===== config.mk =====
export PLATFORM = sky130hd
export DESIGN_NAME = timebase_wdt
export DESIGN_NICKNAME = d
export VERILOG_FILES = /design/src/rtl/tbt_pkg.sv /design/src/rtl/tbt_prescaler.sv /design/src/rtl/tbt_irq_flag.sv /design/src/rtl/tbt_watchdog.sv /design/src/rtl/timebase_wdt.sv
export SDC_FILE = /design/constraint.sdc
export NUM_CORES = 1
export LEC_CHECK = 0
export ABC_AREA = 1
export BUFFER_PORTS_ARGS = -buffer_cell sky130_fd_sc_hd__buf_2
export CAP_MARGIN = 20
export CORE_AREA = 2 2 64 66
export DETAILED_ROUTE_END_ITERATION = 7
export DIE_AREA = 0 0 66 68
export PLACE_DENSITY_LB_ADDON = 0.3
export SETUP_SLACK_MARGIN = 0.4
export SYNTH_ARGS = -nofsm -noshare
export SYNTH_HDL_FRONTEND = slang
export SYNTH_SLANG_ARGS = --single-unit

===== constraint.sdc =====
create_clock -name clk -period 2.02 [get_ports clk]
set_input_delay 0.101 -clock clk [delete_from_list [all_inputs] [get_ports clk]]
set_output_delay 0.101 -clock clk [all_outputs]
set_load 0.05 [all_outputs]

===== src/rtl/tbt_pkg.sv =====
package tbt_pkg;
  localparam int NUM_TAPS = 4;
  localparam int SEL_W    = $clog2(NUM_TAPS);
  typedef logic [SEL_W-1:0] tap_sel_t;
endpackage


===== src/rtl/tbt_prescaler.sv =====
module tbt_prescaler
  import tbt_pkg::*;
#(
  parameter int CNT_W = 21,
  parameter int TAP_BIT [NUM_TAPS] = '{11, 13, 16, 20}
) (
  input  logic                clk,
  input  logic                rst_n,
  input  logic                clr_i,
  output logic [NUM_TAPS-1:0] tick_o
);
  logic             phase_q;
  logic [CNT_W-1:0] cnt_q;

  always_ff @(posedge clk) begin
    if (!rst_n || clr_i) begin
      phase_q <= 1'b0;
      cnt_q   <= '0;
    end else begin
      phase_q <= ~phase_q;
      if (phase_q) cnt_q <= cnt_q + 1'b1;
    end
  end

  // a tap rises when the counter steps from (2^t - 1) to 2^t in its low t+1 bits
  for (genvar g = 0; g < NUM_TAPS; g++) begin : g_tap
    localparam logic [CNT_W-1:0] MASK = CNT_W'((64'd1 << (TAP_BIT[g] + 1)) - 64'd1);
    localparam logic [CNT_W-1:0] PATT = CNT_W'((64'd1 << TAP_BIT[g]) - 64'd1);
    assign tick_o[g] = phase_q && !clr_i && ((cnt_q & MASK) == PATT);
  end

  assert_single_tick_R2: assert property (@(posedge clk) disable iff (!rst_n)
    $onehot0(tick_o));
  assert_advance_R2: assert property (@(posedge clk) disable iff (!rst_n)
    (!clr_i && phase_q) |=> (cnt_q == CNT_W'($past(cnt_q) + 1'b1)));
  assert_hold_phase_R2: assert property (@(posedge clk) disable iff (!rst_n)
    (!clr_i && !phase_q) |=> (cnt_q == $past(cnt_q)));
  assert_chain_clear_R6: assert property (@(posedge clk) disable iff (!rst_n)
    clr_i |=> (cnt_q == '0 && !phase_q));
endmodule


===== src/rtl/tbt_irq_flag.sv =====
module tbt_irq_flag
  import tbt_pkg::*;
(
  input  logic                clk,
  input  logic                rst_n,
  input  logic [NUM_TAPS-1:0] tick_i,
  input  tap_sel_t            sel_i,
  input  logic                en_i,
  input  logic                clr_i,
  output logic                flag_o,
  output logic                irq_o
);
  logic hit;
  assign hit = tick_i[sel_i];

  always_ff @(posedge clk) begin
    if (!rst_n)     flag_o <= 1'b0;
    else if (hit)   flag_o <= 1'b1;
    else if (clr_i) flag_o <= 1'b0;
  end

  assign irq_o = flag_o & en_i;

  assert_set_on_tap_R3: assert property (@(posedge clk) disable iff (!rst_n)
    hit |=> flag_o);
  assert_sticky_R3: assert property (@(posedge clk) disable iff (!rst_n)
    (flag_o && !clr_i) |=> flag_o);
  assert_clear_R5: assert property (@(posedge clk) disable iff (!rst_n)
    (clr_i && !hit) |=> !flag_o);
  assert_no_spurious_R7: assert property (@(posedge clk) disable iff (!rst_n)
    (!flag_o && !hit) |=> !flag_o);
endmodule


===== src/rtl/tbt_watchdog.sv =====
module tbt_watchdog #(
  parameter int EXPIRE_TICKS = 2
) (
  input  logic clk,
  input  logic rst_n,
  input  logic kick_i,
  input  logic tick_i,
  output logic rst_o
);
  localparam int WC_W = $clog2(EXPIRE_TICKS + 1);
  localparam logic [WC_W-1:0] LAST = WC_W'(EXPIRE_TICKS);

  logic            run_q;
  logic [WC_W-1:0] wc_q;

  always_ff @(posedge clk) begin
    if (!rst_n) begin
      run_q <= 1'b0;
      wc_q  <= '0;
      rst_o <= 1'b0;
    end else begin
      rst_o <= 1'b0;
      if (kick_i) begin
        run_q <= 1'b1;
        wc_q  <= '0;
      end else if (run_q && tick_i && wc_q != LAST) begin
        wc_q <= wc_q + 1'b1;
        if (wc_q == LAST - 1'b1) rst_o <= 1'b1;
      end
    end
  end

  assert_pulse_width_R11: assert property (@(posedge clk) disable iff (!rst_n)
    rst_o |=> !rst_o);
  assert_idle_quiet_R8: assert property (@(posedge clk) disable iff (!rst_n)
    !run_q |-> !rst_o);
  assert_after_tick_R9: assert property (@(posedge clk) disable iff (!rst_n)
    rst_o |-> $past(tick_i));
  assert_kick_blocks_R10: assert property (@(posedge clk) disable iff (!rst_n)
    kick_i |=> !rst_o);
  assert_no_stop_R10: assert property (@(posedge clk) disable iff (!rst_n)
    run_q |=> run_q);
endmodule


===== src/rtl/timebase_wdt.sv =====
module timebase_wdt
  import tbt_pkg::*;
#(
  parameter int CNT_W = 21,
  parameter int TAP0  = 11,
  parameter int TAP1  = 13,
  parameter int TAP2  = 16,
  parameter int TAP3  = 20,
  parameter int WDT_TICKS = 2
) (
  input  logic       clk,
  input  logic       rst_n,
  input  logic [1:0] ival_sel_i,
  input  logic       irq_en_i,
  input  logic       flag_clr_i,
  input  logic       cnt_clr_i,
  input  logic       wdt_kick_i,
  output logic       irq_flag_o,
  output logic       irq_o,
  output logic       wdt_rst_o
);
  localparam int TAPS [NUM_TAPS] = '{TAP0, TAP1, TAP2, TAP3};

  logic [NUM_TAPS-1:0] tick;

  tbt_prescaler #(.CNT_W(CNT_W), .TAP_BIT(TAPS)) u_chain (
    .clk    (clk),
    .rst_n  (rst_n),
    .clr_i  (cnt_clr_i),
    .tick_o (tick)
  );

  tbt_irq_flag u_flag (
    .clk    (clk),
    .rst_n  (rst_n),
    .tick_i (tick),
    .sel_i  (tap_sel_t'(ival_sel_i)),
    .en_i   (irq_en_i),
    .clr_i  (flag_clr_i),
    .flag_o (irq_flag_o),
    .irq_o  (irq_o)
  );

  tbt_watchdog #(.EXPIRE_TICKS(WDT_TICKS)) u_wdt (
    .clk    (clk),
    .rst_n  (rst_n),
    .kick_i (wdt_kick_i),
    .tick_i (tick[NUM_TAPS-1]),
    .rst_o  (wdt_rst_o)
  );
endmodule


==> results of run 1 <==
[cell usage after synthesis, drive strengths merged]
master,number
and3,1
o31ai,1
clkinv,1
buf,2
nand3b,3
nand2,56
inv,24
or2,1
xnor2,2
o21ai,5
xor2,1
ha,4
nand4,4
dfxtp,27
nor4,1
nor3,5
a21oi,14
nand3,11
nor2,50
[registers in the layout, indices dropped and copies added (netlist names)]
| register | count |
|---|---|
| u_chain.cnt_q | 21 |
| u_chain.phase_q | 1 |
| u_flag.flag_o | 1 |
| u_wdt.rst_o | 1 |
| u_wdt.run_q | 1 |
| u_wdt.wc_q | 2 |
[final cells by class]
class / instances / area (µm²)
fill: 443 / 2220
multi-input combinational: 159 / 812
sequential: 27 / 548
inverter: 25 / 93.8
timing repair buffer: 13 / 72.6
tap: 50 / 62.6
clock buffer: 3 / 41.3
clock inverter: 1 / 5.00
[metal layers]
metal / track usage (%) / routed length, µm
met1: 19.9 / 1500
met2: 24.4 / 1300
met3: 2.47 / 84
met4: 5.87 / 35
met5: 0 / 0
[cells in the final DEF (no fill, tap or decap), types with 3 or more instances in the layout]
cell,instances
inv_2,3
nand2_2,4
buf_4,3
ha_1,4
nand4_1,4
nand3_1,9
buf_2,10
nand3b_1,3
nor2_2,7
dfxtp_2,3
a21oi_1,14
dfxtp_1,23
o21ai_0,5
nor2_1,40
nand2_1,50
inv_1,21
clkbuf_8,3
nor3_1,4
[kinds of logic (layout without fill, tap and decap cells)]
logic type	Yosys count	count (layout)	synth area share [%]
buf+inv	27	42	7.53
simple gates	132	132	43.3
compound gates	20	20	7.01
xor+xnor	3	3	1.80
flops	27	27	37.0
fa+ha+maj	4	4	3.42
[per-stage QoR]
step           worst slack (ps)  hold slack [ps]  cells  power, W  area [µm²]
2_1_floorplan               482              217    213  0.000587        1460
3_3_place_gp                421              324    273  0.000604        1570
3_5_place_dp                379              338    273  0.000604        1570
4_1_cts                     422             47.0    277  0.000921        1620
5_1_grt                     384             66.8    278  0.000943        1640
6_report                    503             51.3    278  0.000907        1640
[worst max path at each step]
| stage | slack (ps) | cells past startpoint | startpoint | to |
|---|---|---|---|---|
| 2_1_floorplan | 480 | 10 | u_chain.cnt_q[0] | u_flag.flag_o |
| 3_3_place_gp | 420 | 10 | u_chain.cnt_q[0] | u_flag.flag_o |
| 3_5_place_dp | 380 | 10 | u_chain.cnt_q[0] | u_flag.flag_o |
| 4_1_cts | 420 | 10 | u_chain.cnt_q[0] | u_flag.flag_o |
| 5_1_grt | 380 | 9 | u_chain.cnt_q[11] | u_flag.flag_o |
| 6_report | 500 | 9 | u_chain.cnt_q[13] | u_flag.flag_o |
[what timing repair did]
item                                    4_1_cts  5_1_grt
buffers inserted                              0        1
pin swaps                                     0        2
resized for setup                             1        4
hold buffers                                  0        0
endpoints found under the setup margin        1        2
[report_power, final]
group / switching, W / total, W / internal [W]
clock network: 0.000177 / 0.000316 / 0.000138
logic: 0.0000333 / 0.0000512 / 0.0000179
registers: 0.00000472 / 0.000541 / 0.000536
total: 0.000215 / 0.000907 / 0.000692
[critical path, cell delays in order, from the launching register on]
cell     delay, ps
dfxtp_1        470
nand2_1         90
nor2_1         140
nand2_2        100
nor2_8         150
ha_1           150
nand2_1         50
a21oi_1        120
nand2_1         60
a21oi_1        120
==> results_dict.tcl, run 1 <==
set metrics [dict create \
    status "finished, final reports clean" \
    seq_area_frac_synth_pct 37.0 \
    crit_fanout 7 \
    diodes 0 \
    p_per_area_mw_per_mm2 555 \
    wl_per_cell_um 10.5 \
    hold_viol 0 \
    ys_seq_elements 27 \
    slew_viol_final 0 \
    relSlewSlack_pct 79.9 \
    ff2ff_setup_slack_ps 500 \
    period_needed_ps 1520 \
    core-area_mm2 0.00386 \
    worst_pin_slew_ps 300 \
    rsz0062_at_grt "true" \
    yosys.area.top_type "dfxtp_1" \
    syn-cell-area_mm2 0.00146 \
    start_kind "flip-flop" \
    final_util_pct 42.4 \
    hpwl_um 2180 \
    skew_ps 2.44 \
    antenna_left 0 \
    start_util_pct 37.9 \
    holdPathStages 3 \
    dieArea_mm2 0.00449 \
    power.leakage_nw 0.622 \
    syn_inst 213 \
    place.gp.congestion 0.792 \
    cts-root-buf "clkbuf_8" \
    reg2reg_depth 9 \
    worst_hold_path.endpoint "u_wdt.run_q" \
    clkSlewWorstSetupHoldPaths_ps 100 \
    synth_cell_types 28 \
    r2r_end "u_flag.flag_o" \
    fin_tns_setup_ps 0 \
    clock_path_buffers 2 \
    reg2reg_from "u_chain.cnt_q[13]" \
    overflow 0 \
    ys_warn_count 0 \
    grt_pass1_wl_um 5240 \
    cts_tree "yes" \
    areaGrowthSynthToFinish_pct 11.8 \
    drive_above_1_share_pct 18.9 \
    vias_per_cell 4.61 \
    setup_viol 0 \
    worstPathArrival_ps 1730 \
    first_iter_violations 40 \
    antenna_found_initial 0 \
    avgSynthCellArea_um2 6.87 \
    die_h_um 68 \
    clk_latency_ps 270 \
    required_ps 2240 \
    yosysTopAreaCellShare_pct 37.0 \
    die_w_um 66 \
    fin_crit_sh_pct 75.1 \
    numCtsBuffers 3 \
    hold_start "wdt_kick_i" \
    criticalPathCategory "flip-flop to flip-flop" \
    nets 241 \
    track_usage_pct 14.9 \
    first_global_vias 1190 \
    drc 0 \
    dr.pass1.iters 4 \
    hp-class "input port to flip-flop" \
    syn-num-nets 225 \
    ys_top_cells_by_area "dfxtp_1 (37%), nand2_1 (13%), nor2_1 (10%)" \
    end_kind "flip-flop" \
    postRouteWirelength_um 2920 \
    port_buffers 10 \
    via_count 1281 \
    clock_sinks 27 \
    max_cap_violations 0 \
    grt_max_degree 16 \
    fmax_ghz 0.659 \
    ios 11 \
    ir_drop_uv 228 \
    num_rows 23 \
    htree_levels 1 \
]
Note: power is estimated with default switching activity, not from simulation.
==> inputs of run 2 (changes only) <==
clock period = 1.3 ns   (was 2.02 ns; I/O delays follow)
==> results_dict.tcl, run 2 (synthesis gave the netlist of run 1 again) <==
set metrics [dict create \
    clk_latency_ps 280 \
    place.gp.congestion 0.803 \
    antenna_left 0 \
    cts_hold_buf 0 \
    fin_crit_sh_pct 108 \
    via_count 1528 \
    die_h_um 68 \
    hpwl_um 2460 \
    required_ps 1470 \
    p_per_area_mw_per_mm2 643 \
    clock_path_buffers 2 \
    relSlewSlack_pct 76.0 \
    num_rows 23 \
    p_comb_share_pct 7.4 \
    drive_above_1_share_pct 46.2 \
    hp-class "input port to flip-flop" \
    largest_reg_flops 21 \
    cts_tree "yes" \
    ir_drop_uv 365 \
    cpPeakStageDelay_ps 380 \
    diodes 0 \
    track_usage_pct 18.6 \
    wl_per_cell_um 12.6 \
    crit_start "u_chain.cnt_q[1]" \
    worst_pin_slew_ps 358 \
    fin_cells 316 \
    worstPathArrival_ps 1580 \
    crit_buf_inv 1 \
    drc 0 \
    fmax_ghz 0.711 \
    htree_levels 1 \
    dp.cells 298 \
    vias_per_cell 4.84 \
    power_frac_clock_pct 34.9 \
    skew_ps 9.27 \
    areaGrowthSynthToFinish_pct 52.4 \
    place_area_mm2 0.00183 \
    hold_start "wdt_kick_i" \
    switching_share_pct 24.6 \
    dieArea_mm2 0.00449 \
    setup_ws_ps -107 \
    sequentialPowerShare_pct 57.7 \
    largest_registers "u_chain.cnt_q (21), u_wdt.wc_q (2)" \
    start_util_pct 37.9 \
    core-area_mm2 0.00386 \
    setup_viol 9 \
    postRouteWirelength_um 3990 \
    first_global_vias 1460 \
    violations "negative setup slack" \
    internal-power_w 0.00108 \
    antenna_found_initial 0 \
    crit_chain "ha_4, inv_2, nor2_4, nand2_4, nor2_2, nand2_1, o21ai_0, a21oi_1" \
    stdcell_area_mm2 0.00223 \
    dr.pass1.iters 4 \
    layout.cells.most_common "nand2_1" \
    final_cell_mix "nand2_1 (42), buf_4 (31), nor2_1 (30)" \
    clock_sinks 27 \
    rsz0062_at_grt "true" \
    fin_tns_setup_ps -438 \
    overflow 0 \
    p_switching_w 0.000352 \
    end_kind "flip-flop" \
    clkSlewWorstSetupHoldPaths_ps 100 \
    grt_max_degree 15 \
    ios 11 \
    power.leakage_nw 0.909 \
    numCtsBuffers 3 \
    hold_viol 0 \
    cp_top_family "simple AND/OR/NAND/NOR gates" \
    slew_viol_final 0 \
    final_util_pct 57.8 \
    critPathSlowestCell "dfxtp_4" \
    first_iter_violations 59 \
    cts-root-buf "clkbuf_8" \
    nets 279 \
    grt_pass1_wl_um 6370 \
    period_needed_ps 1410 \
    reg2reg_from "u_chain.cnt_q[1]" \
    crit_fanout 4 \
    criticalPathCategory "flip-flop to flip-flop" \
    max_cap_violations 0 \
    port_buffers 10 \
    largest-register "u_chain.cnt_q" \
    status "finished with violations" \
    die_w_um 66 \
    start_kind "flip-flop" \
]
[run 2: cell count changes in the layout (fill, tap and decap cells not counted), moves of 8 or more]
cell,before,now
buf_4,3,31
buf_6,0,13
dfxtp_1,23,12
dfxtp_4,1,9
nand2_1,50,42
nor2_1,40,30
nor2_4,2,11
[run 2: power groups by stage]
stage / Combinational, W / Clock [W] / Sequential (W)
final: 0.000106 / 0.000501 / 0.000828
after global routing: 0.000116 / 0.000543 / 0.000829
after CTS: 0.0000958 / 0.000511 / 0.000833
after detailed placement: 0.0000889 / 0 / 0.000860
after global placement: 0.0000887 / 0 / 0.000860
after floorplan: 0.0000514 / 0 / 0.000859
[run 2: path summary, 6_finish.rpt]
kind / endpoint / slack [ps] / depth (start not counted)
max: u_chain.cnt_q[12] / -110 / 8
min: u_wdt.run_q / 9 / 3
max reg2reg: u_chain.cnt_q[12] / -110 / 8
min reg2reg: u_wdt.run_q / 490 / 2
[run 2: worst register-to-register path, cell delays in order, from the launching register on]
cell and delay, ps:
dfxtp_4 380, ha_4 140, inv_2 40, nor2_4 100, nand2_4 90, nor2_2 150
nand2_1 100, o21ai_0 220, a21oi_1 90
[run 2: what timing repair did]
item / 4_1_cts / 5_1_grt
gates cloned: 0 / 0
pin swaps: 12 / 10
resized for setup: 45 / 24
setup endpoints to repair: 28 / 28
setup buffers: 10 / 4
[run 2: area by class of cell]
type	count	area [µm²]
fillers	336	1630
multi-input cells	159	1030
flip-flops and latches	27	582
repair buffers	51	414
inverters	25	96.3
well taps	50	62.6
clock buffers	4	45.0
[run 2: stage by stage]
step                      setup slack, ps  hold WS (ps)  total power [W]
final                                -107          8.82          0.00143
after global routing                 -188          9.94          0.00149
after CTS                           -60.6          7.97          0.00144
after detailed placement            -37.0           300         0.000949
after global placement              -15.6           287         0.000948
after floorplan                     -37.7           181         0.000911
[run 2: layer usage]
layer	vias to the layer above	routed length [µm]	part of all wire, %	global-route usage, %
li1	784	-	-	-
met1	705	1840	46	22.0
met2	31	1950	49	34.8
met3	8	125	3.1	2.47
met4	0	78	2.0	6.12
met5	-	0	0	0
==> inputs of run 3 (changes only) <==
CORE_AREA = 2 2 82 52   (was 2 2 64 66)
DIE_AREA = 0 0 84 54   (was 0 0 66 68)
==> results_dict.tcl, run 3 (synthesis gave the netlist of run 1 again) <==
set metrics [dict create \
    p_per_area_mw_per_mm2 675 \
    cts_tree "yes" \
    largest-register "u_chain.cnt_q" \
    nets 272 \
    holdPathStages 3 \
    hp-class "input port to flip-flop" \
    die_h_um 54 \
    wl_per_cell_um 12.4 \
    overflow 0 \
    power.leakage_nw 0.875 \
    largest_registers "u_chain.cnt_q (21), u_wdt.wc_q (2)" \
    drive_above_1_share_pct 44.8 \
    start_kind "flip-flop" \
    slew_viol_final 0 \
    layout.cells.most_common "nand2_1" \
    antenna_left 0 \
    cts-root-buf "clkbuf_8" \
    clock_path_buffers 2 \
    final_util_pct 54.9 \
    cp_top_family "simple AND/OR/NAND/NOR gates" \
    required_ps 1520 \
    rsz0062_at_grt "true" \
    period_needed_ps 1360 \
    drc 0 \
    hold_viol 0 \
    met3WireLength_um 157 \
    final_cell_mix "nand2_1 (42), nor2_1 (33), buf_4 (25)" \
    htree_levels 1 \
    numCtsBuffers 3 \
    first_iter_violations 44 \
    status "finished with violations" \
    ios 11 \
    hold_start "wdt_kick_i" \
    wl_met1_um 1990 \
    grt_pass1_wl_um 6330 \
    dieArea_mm2 0.00454 \
    postRouteWirelength_um 3840 \
    reg2reg_depth 10 \
    clkSlewWorstSetupHoldPaths_ps 100 \
    wl_met2_um 1650 \
    fmax_ghz 0.733 \
    violations "negative setup slack" \
    diodes 0 \
    port_buffers 10 \
    core-area_mm2 0.00390 \
    critPathSlowestCell "dfxtp_4" \
    dpl_worst_slack_ps -57.0 \
    ff2ff_setup_slack_ps -60 \
    clock_sinks 27 \
    areaGrowthSynthToFinish_pct 46.2 \
    largest_reg_flops 21 \
    fin_crit_sh_pct 105 \
    hpwl_um 2650 \
    worst_hold_path.endpoint "u_wdt.run_q" \
    criticalPathCategory "flip-flop to flip-flop" \
    first_global_vias 1342 \
    setup_ws_ps -64.5 \
    clk_latency_ps 280 \
    reg2reg_from "u_chain.cnt_q[1]" \
    stdcell_area_mm2 0.00214 \
    via_count 1452 \
    timing.hold.ws_ps 10.0 \
    skew_ps 5.16 \
    fin_cells 309 \
    setup_viol 8 \
    max_cap_violations 0 \
    dr.pass1.iters 5 \
    antenna_found_initial 0 \
    grt_max_degree 15 \
    end_kind "flip-flop" \
    track_usage_pct 18.1 \
    cpPeakStageDelay_ps 370 \
    routed.top_layer "met4" \
    crit_chain "ha_4, inv_2, nor2_4, nand2_4, nor2_8, ha_4, nand2_2, a21oi_2, nand2_1, a21oi_2" \
    worstPathArrival_ps 1580 \
    place.gp.congestion 0.892 \
    crit_buf_inv 1 \
    start_util_pct 37.5 \
    place_area_mm2 0.00184 \
    dp.cells 298 \
    crit_fanout 3 \
    vias_per_cell 4.70 \
    fill_cells 371 \
    worst_pin_slew_ps 379 \
    ir_drop_uv 594 \
    r2r_end "u_flag.flag_o" \
    num_rows 18 \
    relSlewSlack_pct 74.6 \
    die_w_um 84 \
    cts_hold_buf 0 \
]
-- run 3: cell types whose count changed in the layout (fill, tap and decap cells not counted), moves of 3 or more --
cell / delta
buf_4: -6
dfxtp_2: +5
a21oi_1: -3
a21oi_2: +3
dfxtp_4: -6
nor2_1: +3
-- run 3: cell type report --
cell class	count	area [µm²]	share of cell area, %
multi-input cells	159	1000	46.9
flip-flops and latches	27	566	26.4
repair buffers	44	367	17.1
inverters	25	96.3	4.51
well taps	50	62.6	2.93
clock buffers	4	45.0	2.11
-- run 3: repair_timing --
action                                  4_1_cts  5_1_grt
endpoints found under the setup margin       27       27
pin swaps                                    16       10
setup buffers                                 7        0
resized for setup                            45       14
-- run 3: how the worst max path moves through the flow --
| stage | depth (start not counted) | start | end |
|---|---|---|---|
| 2_1_floorplan | 9 | u_chain.cnt_q[11] | u_flag.flag_o |
| 3_3_place_gp | 8 | u_chain.cnt_q[1] | u_chain.cnt_q[17] |
| 3_5_place_dp | 10 | u_chain.cnt_q[1] | u_flag.flag_o |
| 4_1_cts | 10 | u_chain.cnt_q[1] | u_flag.flag_o |
| 5_1_grt | 10 | u_chain.cnt_q[1] | u_flag.flag_o |
| 6_report | 10 | u_chain.cnt_q[1] | u_flag.flag_o |
-- run 3: power by group --
| part | leakage (nW) | internal [W] | switching, W | total, W |
|---|---|---|---|---|
| combinational | 0.627 | 0.0000434 | 0.0000636 | 0.000107 |
| sequential | 0.226 | 0.000829 | 0.0000102 | 0.000840 |
| clock | 0.0228 | 0.000220 | 0.000276 | 0.000496 |
| total | 0.875 | 0.00109 | 0.000350 | 0.00144 |
-- run 3: worst reg2reg max path: cells and delay by family (launching register included) --
family	cells	cell delay, ps
and+or+nand+nor	5	410
DFF	1	370
buffers and inverters	1	40
adders and majority gates	2	250
AOI/OAI and AO/OA	2	230
-- run 3: layer usage --
metal | vias to the layer above | global-route usage, %
met2 | 27 | 29.6
met4 | 0 | 3.49
li1 | 764 | -
met5 | - | 0
met1 | 656 | 25.0
met3 | 5 | 4.29
-- run 3: per-stage QoR --
stage	TNS, ps	total power (W)
3_3_place_gp	-73.5	0.000948
6_report	-200	0.00144
2_1_floorplan	-37.7	0.000911
5_1_grt	-1470	0.00150
3_5_place_dp	-101	0.000948
4_1_cts	-157	0.00145
